### config.mk
export PLATFORM = sky130hd
export DESIGN_NAME = bsc_frame_sender
export DESIGN_NICKNAME = d
export VERILOG_FILES = /design/src/rtl/bsc_tx_pkg.sv /design/src/rtl/bsc_tx_ctrl.sv /design/src/rtl/bsc_tx_datapath.sv /design/src/rtl/bsc_frame_sender.sv
export SDC_FILE = /design/constraint.sdc
export NUM_CORES = 1
export LEC_CHECK = 0
export CELL_PAD_IN_SITES_DETAIL_PLACEMENT = 1
export CELL_PAD_IN_SITES_GLOBAL_PLACEMENT = 1
export CORE_MARGIN = 1
export CORE_UTILIZATION = 41
export CTS_CLUSTER_DIAMETER = 30
export DETAILED_ROUTE_END_ITERATION = 8
export PLACE_DENSITY_LB_ADDON = 0.1
export SLEW_MARGIN = 10
export SYNTH_ARGS = -nofsm -noshare
export SYNTH_HDL_FRONTEND = slang
export SYNTH_SLANG_ARGS = --single-unit
### constraint.sdc
create_clock -name clk -period 4.1 [get_ports clk]
set_input_delay 0.82 -clock clk [delete_from_list [all_inputs] [get_ports clk]]
set_output_delay 0.82 -clock clk [all_outputs]
set_load 0.02 [all_outputs]
### src/rtl/bsc_tx_pkg.sv
package bsc_tx_pkg;

  localparam logic [7:0] SYN_CHAR = 8'h16;
  localparam logic [7:0] DLE_CHAR = 8'h10;
  localparam logic [7:0] STX_CHAR = 8'h02;
  localparam logic [7:0] ETX_CHAR = 8'h83;
  localparam logic [7:0] PAD_CHAR = 8'hFF;

  // next byte the sequencer will send on a ready request
  typedef enum logic [3:0] {
    S_IDLE, S_SYN2, S_SYN3, S_OPEN_DLE, S_OPEN_STX, S_BODY,
    S_ESC_DLE, S_CLOSE_ETX, S_CRC_LO, S_CRC_HI, S_PAD
  } txState_e;

  typedef enum logic [2:0] {
    SRC_SYN, SRC_DLE, SRC_STX, SRC_ETX, SRC_PAY, SRC_CRC_LO, SRC_CRC_HI, SRC_PAD
  } byteSrc_e;

  typedef struct packed {
    logic     emit;
    byteSrc_e src;
    logic     fold;
    logic     crcClear;
    logic     done;
  } dpCtrl_t;

endpackage

### src/rtl/bsc_tx_ctrl.sv
module bsc_tx_ctrl
  import bsc_tx_pkg::*;
#(
  parameter int CNT_W = 16
) (
  input  logic             clk,
  input  logic             rstN,
  input  logic             startReq,
  input  logic [CNT_W-1:0] byteCount,
  input  logic             txReady,
  input  logic [7:0]       payloadByte,
  output dpCtrl_t          dp,
  output logic             payloadRead,
  output logic             sendEnable
);

  txState_e         state, nextState;
  logic             pending;
  logic [CNT_W-1:0] remain;
  logic             bufAvail;
  logic             countZero;

  assign bufAvail  = pending | startReq;
  assign countZero = (remain == '0);

  always_comb begin
    nextState   = state;
    dp          = '0;
    dp.src      = SRC_PAD;
    payloadRead = 1'b0;
    if (txReady) begin
      unique case (state)
        S_IDLE: if (bufAvail) begin
          dp.emit = 1'b1; dp.src = SRC_SYN; dp.crcClear = 1'b1;
          nextState = S_SYN2;
        end
        S_SYN2:     begin dp.emit = 1'b1; dp.src = SRC_SYN; nextState = S_SYN3; end
        S_SYN3:     begin dp.emit = 1'b1; dp.src = SRC_SYN; nextState = S_OPEN_DLE; end
        S_OPEN_DLE: begin dp.emit = 1'b1; dp.src = SRC_DLE; nextState = S_OPEN_STX; end
        S_OPEN_STX: begin dp.emit = 1'b1; dp.src = SRC_STX; nextState = S_BODY; end
        S_BODY: begin
          dp.emit = 1'b1;
          if (countZero) begin
            dp.src = SRC_DLE;
            nextState = S_CLOSE_ETX;
          end else begin
            dp.src = SRC_PAY;
            dp.fold = 1'b1;
            payloadRead = 1'b1;
            nextState = (payloadByte == DLE_CHAR) ? S_ESC_DLE : S_BODY;
          end
        end
        S_ESC_DLE:   begin dp.emit = 1'b1; dp.src = SRC_DLE; nextState = S_BODY; end
        S_CLOSE_ETX: begin dp.emit = 1'b1; dp.src = SRC_ETX; dp.fold = 1'b1; nextState = S_CRC_LO; end
        S_CRC_LO:    begin dp.emit = 1'b1; dp.src = SRC_CRC_LO; nextState = S_CRC_HI; end
        S_CRC_HI:    begin dp.emit = 1'b1; dp.src = SRC_CRC_HI; nextState = S_PAD; end
        S_PAD:       begin dp.emit = 1'b1; dp.src = SRC_PAD; dp.done = 1'b1; nextState = S_IDLE; end
        default:     nextState = S_IDLE;
      endcase
    end
  end

  always_ff @(posedge clk) begin
    if (!rstN) begin
      state      <= S_IDLE;
      pending    <= 1'b0;
      remain     <= '0;
      sendEnable <= 1'b0;
    end else begin
      state <= nextState;
      if (state == S_IDLE) begin
        if (startReq) remain <= byteCount;
        if (txReady) begin
          pending    <= 1'b0;
          sendEnable <= bufAvail;
        end else if (startReq) begin
          pending <= 1'b1;
        end
      end else if (payloadRead) begin
        remain <= remain - 1'b1;
      end
    end
  end

endmodule

### src/rtl/bsc_tx_datapath.sv
module bsc_tx_datapath
  import bsc_tx_pkg::*;
#(
  parameter logic [15:0] CRC_POLY = 16'hA001
) (
  input  logic       clk,
  input  logic       rstN,
  input  dpCtrl_t    dp,
  input  logic [7:0] payloadByte,
  output logic [7:0] txByte,
  output logic       txStrobe,
  output logic       frameDone
);

  logic [15:0] crcReg;
  logic [7:0]  muxByte;

  function automatic logic [15:0] crcStep(input logic [15:0] cur, input logic [7:0] b);
    logic [15:0] acc;
    acc = cur ^ {8'h00, b};
    for (int k = 0; k < 8; k++) begin
      acc = acc[0] ? ((acc >> 1) ^ CRC_POLY) : (acc >> 1);
    end
    return acc;
  endfunction

  always_comb begin
    unique case (dp.src)
      SRC_SYN:    muxByte = SYN_CHAR;
      SRC_DLE:    muxByte = DLE_CHAR;
      SRC_STX:    muxByte = STX_CHAR;
      SRC_ETX:    muxByte = ETX_CHAR;
      SRC_PAY:    muxByte = payloadByte;
      SRC_CRC_LO: muxByte = crcReg[7:0];
      SRC_CRC_HI: muxByte = crcReg[15:8];
      default:    muxByte = PAD_CHAR;
    endcase
  end

  always_ff @(posedge clk) begin
    if (!rstN) begin
      crcReg    <= '0;
      txByte    <= '0;
      txStrobe  <= 1'b0;
      frameDone <= 1'b0;
    end else begin
      txStrobe  <= dp.emit;
      frameDone <= dp.done;
      if (dp.emit) txByte <= muxByte;
      if (dp.crcClear)  crcReg <= '0;
      else if (dp.fold) crcReg <= crcStep(crcReg, muxByte);
    end
  end

endmodule

### src/rtl/bsc_frame_sender.sv
module bsc_frame_sender
  import bsc_tx_pkg::*;
#(
  parameter int          CNT_W    = 16,
  parameter logic [15:0] CRC_POLY = 16'hA001
) (
  input  logic             clk,
  input  logic             rstN,
  input  logic             startReq,
  input  logic [CNT_W-1:0] byteCount,
  input  logic             txReady,
  input  logic [7:0]       payloadByte,
  output logic [7:0]       txByte,
  output logic             txStrobe,
  output logic             sendEnable,
  output logic             payloadRead,
  output logic             frameDone
);

  dpCtrl_t dpCtl;

  bsc_tx_ctrl #(.CNT_W(CNT_W)) u_ctrl (
    .clk(clk), .rstN(rstN), .startReq(startReq), .byteCount(byteCount),
    .txReady(txReady), .payloadByte(payloadByte), .dp(dpCtl),
    .payloadRead(payloadRead), .sendEnable(sendEnable)
  );

  bsc_tx_datapath #(.CRC_POLY(CRC_POLY)) u_dp (
    .clk(clk), .rstN(rstN), .dp(dpCtl), .payloadByte(payloadByte),
    .txByte(txByte), .txStrobe(txStrobe), .frameDone(frameDone)
  );

endmodule

==> impl_metrics.json <==
{
  "dieArea_um2": 8070,
  "io-pin-count": 40,
  "dp_hpwl_mm": 7.54,
  "crit_path_max_incr_delay_ns": 0.71,
  "diodes": 0,
  "clock-sinks": 48,
  "ys_ff_latch": 48,
  "power_density_nw_per_um2": 323,
  "synthCells": 421,
  "clk_latency_ns": 0.31,
  "critPathRequiredTime_ns": 3.28,
  "critical_path_class": "flop to primary output",
  "synth_top_area_frac": 0.304,
  "cts_max_level": 2,
  "via_count": 3254,
  "grt_pass1_vias": 3400,
  "drt_drc_violations_left": 0,
  "area_delta_synth_final_pct": 19.1,
  "synthArstFlopShare": 0,
  "hold_viol": 0,
  "grt_use_total": 0.258,
  "grt_max_degree": 28,
  "first_iter_violations": 193,
  "outcome": "completed",
  "postCtsHoldBufs": 0,
  "synth_area_per_cell_um2": 7.51,
  "root_buffer": "clkbuf_8",
  "synth_common_cells": "nand2_1 (56), a21oi_1 (54), dfxtp_1 (48)",
  "die_h_um": 89.8,
  "yosysSeqAreaShare": 0.304,
  "use_met1": 0.354,
  "synth_cell_types": 61,
  "final_area_um2": 3770,
  "crit_path_start_kind": "flop",
  "wl_mm": 10.1,
  "worstPathCellList": "inv_1 > ha_1 > or4b_1 > or4_4 > nand2_8 > inv_4 > clkdlybuf4s50_1",
  "reg2reg_to": "u_dp.crcReg[14]",
  "drv_slew": 0,
  "cp-startpoint": "u_ctrl.remain[0]",
  "std_cell_rows": 31,
  "nFillCells": 937,
  "grt_use_met2": 0.425,
  "use_met3": 0.0355,
  "busiest_layer": "met2",
  "gp_congestion": 0.847,
  "synth_top_cells_by_area": "dfxtp_1 (30%), a21oi_1 (8.5%), nand2_1 (6.6%)",
  "irDropWorstVdd_v": 0.000156,
  "cts_resized": 0,
  "seqCellArea_um2": 961,
  "fin_nets": 484,
  "yosysMostFrequentCell": "nand2_1",
  "clock_skew_ns": 0.00502,
  "cts_tree": "yes",
  "cts_max_path_buffers": 2,
  "path_clk_slew_ns": 0.09,
  "yosysTopAreaCell": "dfxtp_1",
  "final_util": 0.511,
  "io_buffers": 39,
  "endpoint": "payloadRead",
  "postCtsSetupRepairBufs": 0,
  "grt_pass1_wl_mm": 16.9,
  "fin_crit_sh": 0.940,
  "yosys_warnings": 0,
  "core_um2": 7370,
  "drive_gt1_frac": 0.0833,
  "drt-vias-per-instance": 5.86,
  "worstSetupEndpointType": "primary output",
  "slew-limit-headroom": 0.279,
  "cp.arrival_ns": 3.03,
  "crit_path_max_fanout": 11,
  "syn_nets": 450,
  "multiInputGateArea_um2": 2060,
  "max_freq_mhz": 259,
  "tns_ns": 0,
  "worst_pin_slew_ns": 1.08,
  "worst_hold_path_type": "flop to flop",
  "cts_made_buffers": 5,
  "overflow": 0,
  "r2r_start": "u_ctrl.remain[0]",
  "yosys_most_used_dff": "dfxtp_1",
  "fp.dieW_um": 89.8,
  "antenna_found_initial": 0,
  "initial_core_util": 0.429,
  "setup_viol": 0,
  "wire_per_inst_um": 18.2,
  "drt_first_pass_iters": 4,
  "ff2ff_setup_slack_ns": 0.32,
  "reg2reg_depth": 12,
  "postPlaceCellArea_um2": 3680,
  "cap_violations": 0,
  "ant_nets": 0,
  "cp_slowest_cell": "or4_4",
  "fin_crit_ns": 3.85,
  "synth_area_um2": 3160,
  "rsz0062_at_grt": "no",
  "synth_edf_count": 0,
  "power_leakage_uw": 0.00129
}
[layout by cell type, fill, tap and decap left out, types with 7 or more instances in the layout]
cell type        instances
xor2_1                  13
a31oi_1                  8
o21ai_0                 19
xnor2_1                  9
nand3_1                 12
dfxtp_1                 48
nor2_1                  37
buf_4                   15
nor3_1                  14
o211ai_1                 7
nand2_1                 56
clkdlybuf4s50_1         39
a21oi_1                 54
nand2b_1                12
[cell type report]
class                           count  area share
Clock inverter                      3     0.00498
Clock buffer                        5      0.0183
Multi-Input combinational cell    339       0.548
Sequential cell                    48       0.255
Inverter                            7     0.00764
Tap cell                           99      0.0329
Timing Repair Buffer               54       0.134
[sequential cells by signal, indices dropped and copies added, names as in the netlist]
name and flops:
u_dp.frameDone 1, u_ctrl.remain 16, u_dp.crcReg 16, u_dp.txStrobe 1, u_ctrl.state 4, u_ctrl.sendEnable 1, u_ctrl.pending 1, u_dp.txByte 8
[metal layers]
| layer | vias to the layer above | part of all wire |
|---|---|---|
| li1 | 1602 | - |
| met5 | - | 0 |
| met1 | 1564 | 0.49 |
| met4 | 0 | 0.012 |
| met2 | 74 | 0.46 |
| met3 | 14 | 0.042 |
[worst min-delay path by stage]
stage / startpoint / depth (start not counted) / to / slack, ns
2_1_floorplan: u_dp.crcReg[12] / 2 / u_dp.crcReg[4] / 0.44
3_3_place_gp: u_ctrl.sendEnable / 2 / u_ctrl.sendEnable / 0.47
3_5_place_dp: u_ctrl.sendEnable / 2 / u_ctrl.sendEnable / 0.47
4_1_cts: u_dp.crcReg[11] / 2 / u_dp.crcReg[3] / 0.49
5_1_grt: u_dp.crcReg[11] / 2 / u_dp.crcReg[11] / 0.51
6_report: u_ctrl.sendEnable / 2 / u_ctrl.sendEnable / 0.48
[power by group]
part           internal (uW)  switching (uW)  total [uW]
combinational            163             232         395
sequential               494            31.1         525
clock                    119             177         296
total                    777             440        1220
[cell families (layout without fill, tap and decap cells)]
logic type / count (synthesis) / count (layout) / synth area share
buffers and inverters: 34 / 69 / 0.0459
AND/OR/NAND/NOR: 171 / 171 / 0.275
XOR/XNOR: 23 / 23 / 0.0697
flip-flops: 48 / 48 / 0.304
AO/OA/AOI/OAI: 139 / 139 / 0.286
adder cells (fa/ha/maj): 1 / 1 / 0.00396
multiplexers: 5 / 5 / 0.0158
[metrics by stage]
stage | hold WS, ns | total power, uW | instances | setup WS, ns
after floorplan | 0.444 | 801 | 421 | 0.758
after global placement | 0.467 | 917 | 547 | 0.295
after detailed placement | 0.474 | 926 | 547 | 0.197
after CTS | 0.488 | 1230 | 555 | 0.242
after global routing | 0.510 | 1280 | 555 | 0.0775
final | 0.484 | 1220 | 555 | 0.246
[worst max-delay path, delay by kind of cell, from the launching register on]
| family | cells | cell delay (ns) |
|---|---|---|
| AND/OR/NAND/NOR | 3 | 1.48 |
| buffers and inverters | 3 | 0.70 |
| flip-flops | 1 | 0.35 |
| adder cells (fa/ha/maj) | 1 | 0.19 |
No activity file was read; power rests on OpenSTA's default activity.
